### src/rtl/sect_xlate_pkg.sv
package sect_xlate_pkg;

    typedef enum logic [1:0] {
        ST_IDLE,
        ST_FETCH,
        ST_WAIT,
        ST_RESP
    } walk_state_t;

    localparam int DOM_W       = 4;
    localparam int BIT_BUF     = 2;
    localparam int BIT_CACHE   = 3;
    localparam int DOM_LSB     = 5;
    localparam int BIT_SUPER   = 18;
    localparam logic [1:0] SECTION_TAG = 2'b10;

    typedef struct packed {
        logic             cache;
        logic             buff;
        logic [DOM_W-1:0] dom;
        logic             fault;
    } xl_attr_t;

endpackage

### src/rtl/sect_desc_decode.sv
module sect_desc_decode
    import sect_xlate_pkg::*;
#(
    parameter int VA_W   = 32,
    parameter int SECT_W = 20
) (
    input  logic [VA_W-1:0]   desc,
    input  logic [SECT_W-1:0] va_off,
    output logic [VA_W-1:0]   pa,
    output xl_attr_t          attr
);

    logic is_section;
    logic unused_desc_bits;

    assign unused_desc_bits = ^{desc[SECT_W-1:BIT_SUPER+1],
                                desc[BIT_SUPER-1:DOM_LSB+DOM_W], desc[4]};

    assign is_section = (desc[1:0] == SECTION_TAG) && !desc[BIT_SUPER];

    always_comb begin
        if (is_section) begin
            pa         = {desc[VA_W-1:SECT_W], va_off};
            attr.cache = desc[BIT_CACHE];
            attr.buff  = desc[BIT_BUF];
            attr.dom   = desc[DOM_LSB +: DOM_W];
            attr.fault = 1'b0;
        end else begin
            pa         = '0;
            attr.cache = 1'b0;
            attr.buff  = 1'b0;
            attr.dom   = '0;
            attr.fault = 1'b1;
        end
    end

endmodule

### src/rtl/sect_walk_fsm.sv
module sect_walk_fsm
    import sect_xlate_pkg::*;
(
    input  logic clk,
    input  logic rst_n,
    input  logic req_valid,
    input  logic xl_en,
    input  logic mem_gnt,
    input  logic mem_rvalid,
    input  logic rsp_ready,
    output logic req_ready,
    output logic mem_req,
    output logic rsp_valid,
    output logic accept,
    output logic load_desc
);

    walk_state_t state, state_nx;

    always_ff @(posedge clk or negedge rst_n) begin
        if (!rst_n) state <= ST_IDLE;
        else        state <= state_nx;
    end

    always_comb begin
        state_nx  = state;
        req_ready = 1'b0;
        mem_req   = 1'b0;
        rsp_valid = 1'b0;
        accept    = 1'b0;
        load_desc = 1'b0;
        unique case (state)
            ST_IDLE: begin
                req_ready = 1'b1;
                if (req_valid) begin
                    accept   = 1'b1;
                    state_nx = xl_en ? ST_FETCH : ST_RESP;
                end
            end
            ST_FETCH: begin
                mem_req = 1'b1;
                if (mem_gnt) state_nx = ST_WAIT;
            end
            ST_WAIT: begin
                if (mem_rvalid) begin
                    load_desc = 1'b1;
                    state_nx  = ST_RESP;
                end
            end
            ST_RESP: begin
                rsp_valid = 1'b1;
                if (rsp_ready) state_nx = ST_IDLE;
            end
            default: state_nx = ST_IDLE;
        endcase
    end

endmodule

### src/rtl/sect_xlate.sv
module sect_xlate
    import sect_xlate_pkg::*;
#(
    parameter int VA_W   = 32,
    parameter int SECT_W = 20
) (
    input  logic            clk,
    input  logic            rst_n,
    input  logic            xl_en,
    input  logic [VA_W-1:0] tbl_base,
    input  logic            req_valid,
    output logic            req_ready,
    input  logic [VA_W-1:0] req_va,
    output logic            rsp_valid,
    input  logic            rsp_ready,
    output logic [VA_W-1:0] rsp_pa,
    output logic            rsp_cache,
    output logic            rsp_buf,
    output logic [3:0]      rsp_dom,
    output logic            rsp_fault,
    output logic            mem_req,
    input  logic            mem_gnt,
    output logic [VA_W-1:0] mem_addr,
    input  logic            mem_rvalid,
    input  logic [VA_W-1:0] mem_rdata
);

    localparam int IDX_W   = VA_W - SECT_W;
    localparam int ALIGN_W = IDX_W + 2;

    logic              accept, load_desc;
    logic [SECT_W-1:0] va_off_q;
    logic [VA_W-1:0]   daddr_q, pa_q, dec_pa;
    xl_attr_t          attr_q, dec_attr;
    logic              unused_base_bits;

    assign unused_base_bits = ^tbl_base[ALIGN_W-1:0];

    sect_walk_fsm u_fsm (
        .clk        (clk),
        .rst_n      (rst_n),
        .req_valid  (req_valid),
        .xl_en      (xl_en),
        .mem_gnt    (mem_gnt),
        .mem_rvalid (mem_rvalid),
        .rsp_ready  (rsp_ready),
        .req_ready  (req_ready),
        .mem_req    (mem_req),
        .rsp_valid  (rsp_valid),
        .accept     (accept),
        .load_desc  (load_desc)
    );

    sect_desc_decode #(.VA_W(VA_W), .SECT_W(SECT_W)) u_dec (
        .desc   (mem_rdata),
        .va_off (va_off_q),
        .pa     (dec_pa),
        .attr   (dec_attr)
    );

    always_ff @(posedge clk or negedge rst_n) begin
        if (!rst_n) begin
            va_off_q <= '0;
            daddr_q  <= '0;
            pa_q     <= '0;
            attr_q   <= '0;
        end else if (accept) begin
            va_off_q <= req_va[SECT_W-1:0];
            daddr_q  <= {tbl_base[VA_W-1:ALIGN_W], req_va[VA_W-1:SECT_W], 2'b00};
            if (!xl_en) begin
                pa_q   <= req_va;
                attr_q <= '{cache: 1'b1, buff: 1'b0, dom: '0, fault: 1'b0};
            end
        end else if (load_desc) begin
            pa_q   <= dec_pa;
            attr_q <= dec_attr;
        end
    end

    assign mem_addr  = daddr_q;
    assign rsp_pa    = pa_q;
    assign rsp_cache = attr_q.cache;
    assign rsp_buf   = attr_q.buff;
    assign rsp_dom   = attr_q.dom;
    assign rsp_fault = attr_q.fault;

endmodule

### config.mk
export PLATFORM = sky130hd
export DESIGN_NAME = sect_xlate
export DESIGN_NICKNAME = d
export VERILOG_FILES = /design/src/rtl/sect_xlate_pkg.sv /design/src/rtl/sect_desc_decode.sv /design/src/rtl/sect_walk_fsm.sv /design/src/rtl/sect_xlate.sv
export SDC_FILE = /design/constraint.sdc
export NUM_CORES = 1
export LEC_CHECK = 0
export CAP_MARGIN = 20
export CORE_MARGIN = 4
export CORE_UTILIZATION = 41
export CTS_CLUSTER_DIAMETER = 200
export DETAILED_ROUTE_END_ITERATION = 10
export PLACE_DENSITY = 0.78
export SYNTH_ARGS = -nofsm -noshare
export SYNTH_HDL_FRONTEND = slang
export SYNTH_HIERARCHICAL = 1
export SYNTH_SLANG_ARGS = --single-unit
### constraint.sdc
create_clock -name clk -period 1.65 [get_ports clk]
set_input_delay 0.165 -clock clk [delete_from_list [all_inputs] [get_ports clk]]
set_output_delay 0.165 -clock clk [all_outputs]
set_load 0.005 [all_outputs]
==> impl_metrics.py, run 1 <==
metrics = {
    "outcome": {
        "status": "finished clean",
    },
    "yosys": {
        "seq_area_frac_synth_pct": 47.6,
        "synth_mux_area_share_pct": 34.0,
        "synth_fa_ha_area_share_pct": 1.05,
        "yosys.area.top_type_share_pct": 47.6,
        "synthCells": 344,
        "syn-mean-instance-area_sq_um": 13.9,
        "synth_area_leaders": "dfrtp_1 48%, mux2i_1 22%, mux2_1 12%, nor4bb_1 6.5%, buf_4 2.2%",
        "synth_xor_area_share_pct": 0,
        "ys_types": 25,
        "ys_ff_latch": 91,
        "yosys_warnings": 6,
        "synth_compound_area_share_pct": 1.86,
        "synth_top_family_by_area": "multiplexers",
        "synth_top_area_cell": "dfrtp_1",
        "syn_area_sq_um": 4780,
        "synth-simple-area-share_pct": 9.47,
    },
    "final_layout": {
        "num-fill-cells": 951,
        "multi_input_area_sq_um": 2260,
        "finalCoreUtilization_pct": 60.1,
        "drive_gt1_share_pct": 12.1,
        "n_antenna_cell": 0,
        "area_growth_pct": 43.4,
        "postLayoutCellArea_sq_um": 6860,
        "register_area_sq_um": 2280,
        "fin_nets": 605,
    },
    "critical_path": {
        "cp-end-kind": "register",
        "crit_required_ns": 1.90,
        "worst-path-max-fanout": 2,
        "reg2reg_depth": 5,
        "reg2reg_setup_slack_ns": 0.08,
        "r2r_end": "u_fsm/state[0]",
        "r2r_start": "u_fsm/state[0]",
        "worstPathArrival_ns": 1.82,
        "critPathLaunchType": "register",
        "path_class": "reg -> reg",
    },
    "place": {
        "port-buffer-count": 149,
        "hpwl_mm": 8.24,
        "pre_cts_slack_ns": -0.0247,
        "routabilityCongestion": 0.718,
        "postPlaceCellArea_sq_um": 6500,
    },
    "floorplan": {
        "core_area_sq_um": 11400,
        "start_util_pct": 41.9,
        "dieHeight_microns": 116,
        "rows": 39,
        "num_io_pins": 177,
        "die-width_microns": 116,
        "dieArea_sq_um": 13500,
    },
    "detailed_routing": {
        "via_per_inst": 5.21,
        "drt_iter0_drc": 185,
        "drc": 0,
        "routed_wl_mm": 11.8,
        "vias": 3366,
        "ant_nets": 0,
        "avgRoutedWirePerCell_microns": 18.3,
        "first_pass_iters": 4,
    },
    "cts": {
        "cts_buffers": 9,
        "clkSinkCount": 91,
        "clock_latency_ns": 0.34,
        "root_buffer": "clkbuf_16",
        "path_clk_slew_ns": 0.07,
        "cts_htree_levels": 3,
        "cts_buffer_depth": 2,
        "cts_tree": "done",
    },
    "sta": {
        "maxSlewViolCount": 0,
        "fmax_ghz": 0.638,
        "finalCritPeriodShare_pct": 95.0,
        "period_minus_slack_ns": 1.57,
        "clock_skew_ns": 0.00592,
        "setup_violations": 0,
        "rsz0062_at_grt": "yes",
        "setup_slack_ns": 0.0826,
        "finalHoldViolCount": 0,
    },
    "pwr": {
        "power_density_nw_per_um2": 1570,
        "ir_drop_v": 0.000831,
        "leakagePower_nw": 2.86,
        "power_mw": 10.7,
    },
    "run": {
        "max_cap_violations": 0,
    },
    "hold_path": {
        "hp-class": "in -> async",
    },
    "global_route": {
        "antenna_found_initial": 0,
        "grt_max_degree": 40,
        "grtUsageTotal_pct": 17.7,
        "grt_pass1_wl_mm": 19.0,
        "grt_pass1_vias": 3782,
        "grt_overflow": 0,
    },
}
-- report_power, final --
part | leakage [nW] | internal, mW | switching, mW
Clock | 0.154 | 1.21 | 0.940
Sequential | 1.12 | 3.30 | 0.636
Combinational | 1.58 | 2.97 | 1.70
Total | 2.86 | 7.47 | 3.28
-- critical path: stages (launching register included) --
cell and delay (ns):
dfrtp_1 0.39, buf_4 0.15, ha_2 0.18, nor2b_4 0.13, a2111oi_4 0.38, mux2i_1 0.26
-- per-stage QoR --
step	hold WS, ns	std cells	TNS [ns]
global placement	0.125	627	0
CTS	0.301	646	0
global route	0.335	646	-0.0222
floorplan	-0.131	345	0
finish	0.292	646	0
detailed placement	0.130	627	-0.0313
-- Yosys cell counts --
library cell	instances
buf_4	14
clkbuf_4	2
and2b_4	1
inv_1	5
nor4bb_1	31
mux2_1	50
and2_1	2
buf_1	1
buf_12	2
mux2i_1	105
o2bb2ai_1	6
and4bb_2	7
nor2b_1	2
conb_1	1
nor2_1	1
dfrtp_1	91
buf_2	3
or3b_1	1
buf_6	6
a2bb2oi_1	1
a2111oi_4	1
clkbuf_1	5
and2_2	1
mux2_2	1
ha_1	4
-- cells by family after synthesis --
logic type / Yosys count
simple gates: 46
fa+ha+maj: 4
mux: 156
buf+inv: 38
other cells: 1
compound gates: 8
flops: 91
-- metal layers --
layer  up-vias  share of wire [%]  GRT usage (%)  wire length (microns)
met4         0                1.1           5.34                    128
li1       1578                  -              -                      -
met5         -                  0              0                      0
met2        95                 47           29.2                   5560
met3        10                7.2           4.07                    849
met1      1683                 45           23.4                   5290
-- area by class of cell --
cell class,instances,area share (%)
Clock buffer,9,3.28
Clock inverter,7,1.22
Inverter,5,0.274
Multi-Input combinational cell,216,32.9
Sequential cell,91,33.2
Tap cell,143,2.61
Timing Repair Buffer,175,26.5
-- how the worst max path moves through the flow --
stage                                 to           start  slack [ns]  cells after the start
after detailed placement      rsp_pa[18]   mem_rdata[18]       -0.02                      6
after CTS                 u_fsm/state[0]  u_fsm/state[1]        0.02                      5
after global placement        rsp_pa[24]   mem_rdata[18]       0.003                      6
after global routing      u_fsm/state[0]  u_fsm/state[0]       -0.02                      5
final                     u_fsm/state[0]  u_fsm/state[0]        0.08                      5
after floorplan             va_off_q[11]  u_fsm/state[0]        0.05                      6
-- cells in the final DEF, fill, tap and decap left out, drive strengths merged, types with 2 or more instances in the layout --
| master | netlist | layout |
|---|---|---|
| buf | 26 | 27 |
| mux2 | 51 | 51 |
| clkbuf | 7 | 9 |
| inv | 5 | 9 |
| nor2b | 2 | 2 |
| dlygate4sd2 | 0 | 3 |
| clkdlybuf4s50 | 0 | 144 |
| ha | 4 | 4 |
| conb | 1 | 2 |
| mux2i | 105 | 105 |
| and2 | 3 | 3 |
| clkinv | 0 | 2 |
| and4bb | 7 | 7 |
| o2bb2ai | 6 | 6 |
| nor4bb | 31 | 31 |
| dfrtp | 91 | 91 |
-- sequential cells by signal (all words and copies together), names as in the netlist --
name,count
rsp_fault,1
u_fsm/state,2
rsp_cache,1
rsp_buf,1
va_off_q,20
rsp_pa,32
rsp_dom,4
mem_addr,30
-- what timing repair did --
item / 4_1_cts / 5_1_grt
endpoints found under the hold margin: 27 / 0
cloned: 0 / 0
resized for setup: 5 / 8
endpoints found under the setup margin: 4 / 9
buffers inserted: 2 / 0
pin swaps: 0 / 1
hold buffers: 1 / 0
Power figures use the tool's default switching activity.
==> run 2, diff against run 1 <==
CORE_UTILIZATION = 42   (was 41)
CTS_BUF_LIST = sky130_fd_sc_hd__clkbuf_8   (was unset)
PLACE_DENSITY = 0.79   (was 0.78)
==> run 2 against run 1 <==
  * Die area shrank 2.2%
  * Highest routed layer unchanged
  * Largest power group unchanged
  * Clock power shrank 13%
  * Global-route usage rose by 0.92 points
==> impl_metrics.py, run 2 (same netlist as run 1, synthesis figures left out) <==
metrics = {
    "sta": {
        "rsz0062_at_grt": "yes",
        "clock_skew_ns": 0.0115,
        "finalCritPeriodShare_pct": 98.6,
        "period_minus_slack_ns": 1.63,
        "finalHoldViolCount": 0,
        "setup_violations": 0,
        "hold-worst-slack_ns": 0.299,
        "fin_setup_tns_ns": 0,
        "maxSlewViolCount": 0,
        "fmax_ghz": 0.615,
    },
    "cts": {
        "cts_tree": "done",
        "cts_buffers": 9,
        "path_clk_slew_ns": 0.10,
        "cts_buffer_depth": 2,
        "cts_htree_levels": 3,
        "root_buffer": "clkbuf_8",
        "clock_latency_ns": 0.37,
        "clkSinkCount": 91,
    },
    "pwr": {
        "switching_power_mw": 3.49,
        "p_comb_share_pct": 49.3,
        "pwr-share-clk_pct": 16.3,
        "p_seq_share_pct": 34.4,
        "switching_share_pct": 30.4,
        "internal_power_mw": 7.97,
        "leakagePower_nw": 3.07,
        "power_mw": 11.5,
        "power_density_nw_per_um2": 1580,
        "ir_drop_v": 0.000910,
    },
    "detailed_routing": {
        "drc": 0,
        "avgRoutedWirePerCell_microns": 19.8,
        "first_pass_iters": 4,
        "drt_iter0_drc": 180,
        "ant_nets": 0,
        "via_per_inst": 5.29,
        "vias": 3569,
        "routed_wl_mm": 13.4,
    },
    "hold_path": {
        "hp-class": "in -> async",
    },
    "final_layout": {
        "final_cell_mix": "144 x clkdlybuf4s50_1, 103 x mux2i_1, 91 x dfrtp_1",
        "drive_gt1_share_pct": 20.7,
        "fin_nets": 637,
        "postLayoutCellArea_sq_um": 7270,
        "final_common_cell": "clkdlybuf4s50_1",
        "largest_reg_flops": 32,
        "area_growth_pct": 52.0,
        "n_antenna_cell": 0,
    },
    "critical_path": {
        "critPathLaunchType": "register",
        "crit_required_ns": 1.90,
        "cp-end-kind": "register",
        "worstPathArrival_ns": 1.88,
        "path_class": "reg -> reg",
        "worst-path-max-fanout": 6,
    },
    "global_route": {
        "grt_pass1_vias": 3805,
        "antenna_found_initial": 0,
        "grt_overflow": 0,
        "grt_max_degree": 40,
        "grt_pass1_wl_mm": 19.4,
        "grtUsageTotal_pct": 18.6,
    },
    "floorplan": {
        "core_area_sq_um": 11000,
        "num_io_pins": 177,
        "die-width_microns": 115,
        "dieArea_sq_um": 13200,
        "rows": 38,
        "start_util_pct": 43.5,
        "dieHeight_microns": 115,
    },
    "outcome": {
        "status": "finished clean",
    },
    "place": {
        "routabilityCongestion": 0.707,
        "postPlaceCellArea_sq_um": 6430,
        "port-buffer-count": 149,
        "hpwl_mm": 8.44,
    },
    "run": {
        "max_cap_violations": 0,
    },
}
-- run 2: layout make-up --
| cell class | count | area, sq um |
|---|---|---|
| clock buffers | 9 | 124 |
| multi-input cells | 217 | 2350 |
| flip-flops and latches | 91 | 2280 |
| fillers | 848 | 3710 |
| repair buffers | 206 | 2200 |
| clock inverters | 7 | 123 |
| inverters | 5 | 23.8 |
| well taps | 140 | 175 |
-- run 2: path summary, 6_finish.rpt --
| kind | cells after the start | slack (ns) | startpoint | to |
|---|---|---|---|---|
| worst max register to register | 6 | 0.02 | u_fsm/state[0] | mem_addr[26] |
| min in group clk | 4 | 0.38 | xl_en | rsp_pa[7] |
| worst min register to register | 1 | 0.49 | va_off_q[19] | va_off_q[19] |
| worst min-delay path | 2 | 0.30 | rst_n | mem_addr[3] |
| worst max-delay path | 6 | 0.02 | u_fsm/state[0] | mem_addr[26] |
| max in group asynchronous | 3 | 0.74 | rst_n | rsp_pa[19] |
-- run 2: metrics by stage --
| step | instances | setup WS (ns) | util, % |
|---|---|---|---|
| 2_1_floorplan | 345 | 0.0529 | - |
| 3_3_place_gp | 623 | 0.0104 | 58.6 |
| 3_5_place_dp | 623 | -0.0592 | 58.6 |
| 4_1_cts | 643 | -0.0553 | 61.4 |
| 5_1_grt | 675 | -0.0482 | 66.2 |
| 6_report | 675 | 0.0239 | 66.2 |
-- run 2: what timing repair did --
action                     in CTS  in global routing
hold buffers                    1                  0
setup endpoints to repair       7                 92
gates cloned                    0                  9
setup buffers                   3                 23
gates resized for setup        17                 43
hold endpoints to repair       33                  0
pin swaps                       1                  3
-- run 2: power groups by stage --
stage	Combinational (mW)	Sequential, mW	Clock (mW)
global placement	4.45	3.89	0
CTS	4.72	3.92	1.92
floorplan	2.20	3.91	0
detailed placement	4.59	3.96	0
global route	6.06	4.09	2.03
finish	5.65	3.94	1.87
-- run 2: per-layer routing --
layer	part of all wire [%]	up-vias	track usage [%]
li1	-	1640	-
met1	44	1803	24.1
met2	49	115	30.7
met3	6.9	11	5.44
met4	0.90	0	5.24
met5	0	-	0
-- run 2: critical path, stage by stage, from the launching register on --
cell and delay (ns):
dfrtp_1 0.40, buf_6 0.13, inv_6 0.06, ha_4 0.16, and2_4 0.27, clkbuf_16 0.19
mux2_1 0.32
==> run 3, diff against run 2 <==
CORE_MARGIN = 2   (was 4)
==> run 3 against run 2 <==
  * Power fell by 12%
  * Combinational power is 19% lower
  * Sequential power is essentially flat
  * Via count down 4.0%
  * Worst setup slack gained 0.048 ns
  * Count of clock-buffer cells in the layout stayed put
  * Clock skew down 0.0023 ns
  * Clock power shrank 17%
  * Non-clock buffer count down 29
  * First-iteration DRC count decreased by 36%
  * Global-route usage increased by 1.3 points
  * Critical endpoint is now va_off_q[11]
==> impl_metrics.py, run 3 (same netlist as run 1, synthesis figures left out) <==
metrics = {
    "final_layout": {
        "area_growth_pct": 40.4,
        "fin_nets": 607,
        "final_common_cell": "clkdlybuf4s50_1",
        "num-fill-cells": 873,
        "finalCoreUtilization_pct": 61.1,
        "largest_reg_flops": 32,
        "drive_gt1_share_pct": 12.5,
        "n_antenna_cell": 0,
        "final_cell_mix": "144 x clkdlybuf4s50_1, 105 x mux2i_1, 91 x dfrtp_1",
    },
    "sta": {
        "setup_slack_ns": 0.0715,
        "clock_skew_ns": 0.00918,
        "fin_setup_tns_ns": 0,
        "fmax_ghz": 0.634,
        "setup_violations": 0,
        "rsz0062_at_grt": "yes",
        "finalCritPeriodShare_pct": 95.7,
        "finalHoldViolCount": 0,
        "maxSlewViolCount": 0,
        "period_minus_slack_ns": 1.58,
        "hold-worst-slack_ns": 0.270,
    },
    "cts": {
        "cts_htree_levels": 3,
        "path_clk_slew_ns": 0.09,
        "clock_latency_ns": 0.36,
        "cts_buffer_depth": 2,
        "cts_buffers": 9,
        "clkSinkCount": 91,
        "root_buffer": "clkbuf_8",
        "cts_tree": "done",
    },
    "critical_path": {
        "worstPathArrival_ns": 1.82,
        "critPathLaunchType": "register",
        "cp-end-kind": "register",
        "worst-path-max-fanout": 12,
        "path_class": "reg -> reg",
        "crit_required_ns": 1.90,
    },
    "floorplan": {
        "core_area_sq_um": 11000,
        "dieArea_sq_um": 12300,
        "dieHeight_microns": 111,
        "num_io_pins": 177,
        "rows": 38,
        "die-width_microns": 111,
        "start_util_pct": 43.5,
    },
    "pwr": {
        "leakagePower_nw": 2.80,
        "power_density_nw_per_um2": 1500,
        "power_mw": 10.1,
        "ir_drop_v": 0.000935,
    },
    "detailed_routing": {
        "ant_nets": 0,
        "drt_iter0_drc": 115,
        "routed_wl_mm": 11.9,
        "drc": 0,
        "first_pass_iters": 4,
        "via_per_inst": 5.31,
        "avgRoutedWirePerCell_microns": 18.4,
        "vias": 3427,
    },
    "global_route": {
        "antenna_found_initial": 0,
        "grt_overflow": 0,
        "grtUsageTotal_pct": 19.9,
        "grt_pass1_vias": 3806,
        "grt_max_degree": 37,
        "grt_pass1_wl_mm": 19.6,
    },
    "run": {
        "max_cap_violations": 0,
    },
    "hold_path": {
        "hp-class": "in -> async",
    },
    "place": {
        "pre_cts_slack_ns": -0.0257,
        "hpwl_mm": 8.36,
        "routabilityCongestion": 0.765,
        "port-buffer-count": 149,
    },
    "outcome": {
        "status": "finished clean",
    },
}
[run 3: changes by cell type in the layout (fill, tap and decap cells not counted), moves of 3 or more]
cell | previous run | this run
buf_4 | 32 | 19
mux2_1 | 37 | 49
mux2_4 | 13 | 1
buf_6 | 6 | 0
clkbuf_16 | 5 | 0
buf_12 | 12 | 9
clkdlybuf4s15_1 | 3 | 0
dlygate4sd2_1 | 0 | 3
ha_4 | 3 | 0
[run 3: final timing paths]
check                               startpoint      endpoint  slack [ns]  cells after the start
min in group clk                         xl_en    rsp_pa[27]        0.35                      3
worst min-delay path                     rst_n   mem_addr[3]        0.27                      2
worst min register to register    va_off_q[14]  va_off_q[14]        0.49                      1
max in group asynchronous                rst_n  mem_addr[31]        0.84                      3
worst max register to register  u_fsm/state[0]  va_off_q[11]        0.07                      5
worst max-delay path            u_fsm/state[0]  va_off_q[11]        0.07                      5
[run 3: routing by layer]
metal / wire, microns / global-route usage [%] / vias up / part of all wire (%)
li1: - / - / 1579 / -
met2: 5760 / 33.1 / 130 / 49
met1: 5010 / 25.0 / 1705 / 42
met3: 919 / 5.90 / 13 / 7.7
met5: 0 / 0 / - / 0
met4: 186 / 6.42 / 0 / 1.6
[run 3: repair_timing]
item | CTS | global route
setup buffers | 2 | 0
hold endpoints to repair | 24 | 0
pin swaps | 0 | 1
hold buffers | 1 | 0
gates resized for setup | 5 | 5
endpoints found under the setup margin | 3 | 7
[run 3: worst max-delay path, cell delays in order (launching register included)]
cell     delay (ns)
dfrtp_1        0.40
inv_2          0.08
ha_2           0.17
and2_4         0.22
buf_4          0.23
mux2_1         0.35
[run 3: power breakdown]
group | internal, mW | switching (mW) | total [mW]
logic | 2.94 | 1.66 | 4.60
clock network | 0.708 | 0.842 | 1.55
registers | 3.29 | 0.640 | 3.93
[run 3: through the flow]
step	std cells	area (sq um)
CTS	645	6700
global placement	626	6480
detailed placement	626	6480
global route	645	6720
finish	645	6720
floorplan	345	4790
[run 3: final cells by class]
class,instances,area (sq um),area share (%)
sequential,91,2280,33.9
multi-input combinational,216,2240,33.4
timing repair buffer,177,1810,26.9
tap,140,175,2.61
clock buffer,9,124,1.84
clock inverter,7,75.1,1.12
inverter,5,18.8,0.279
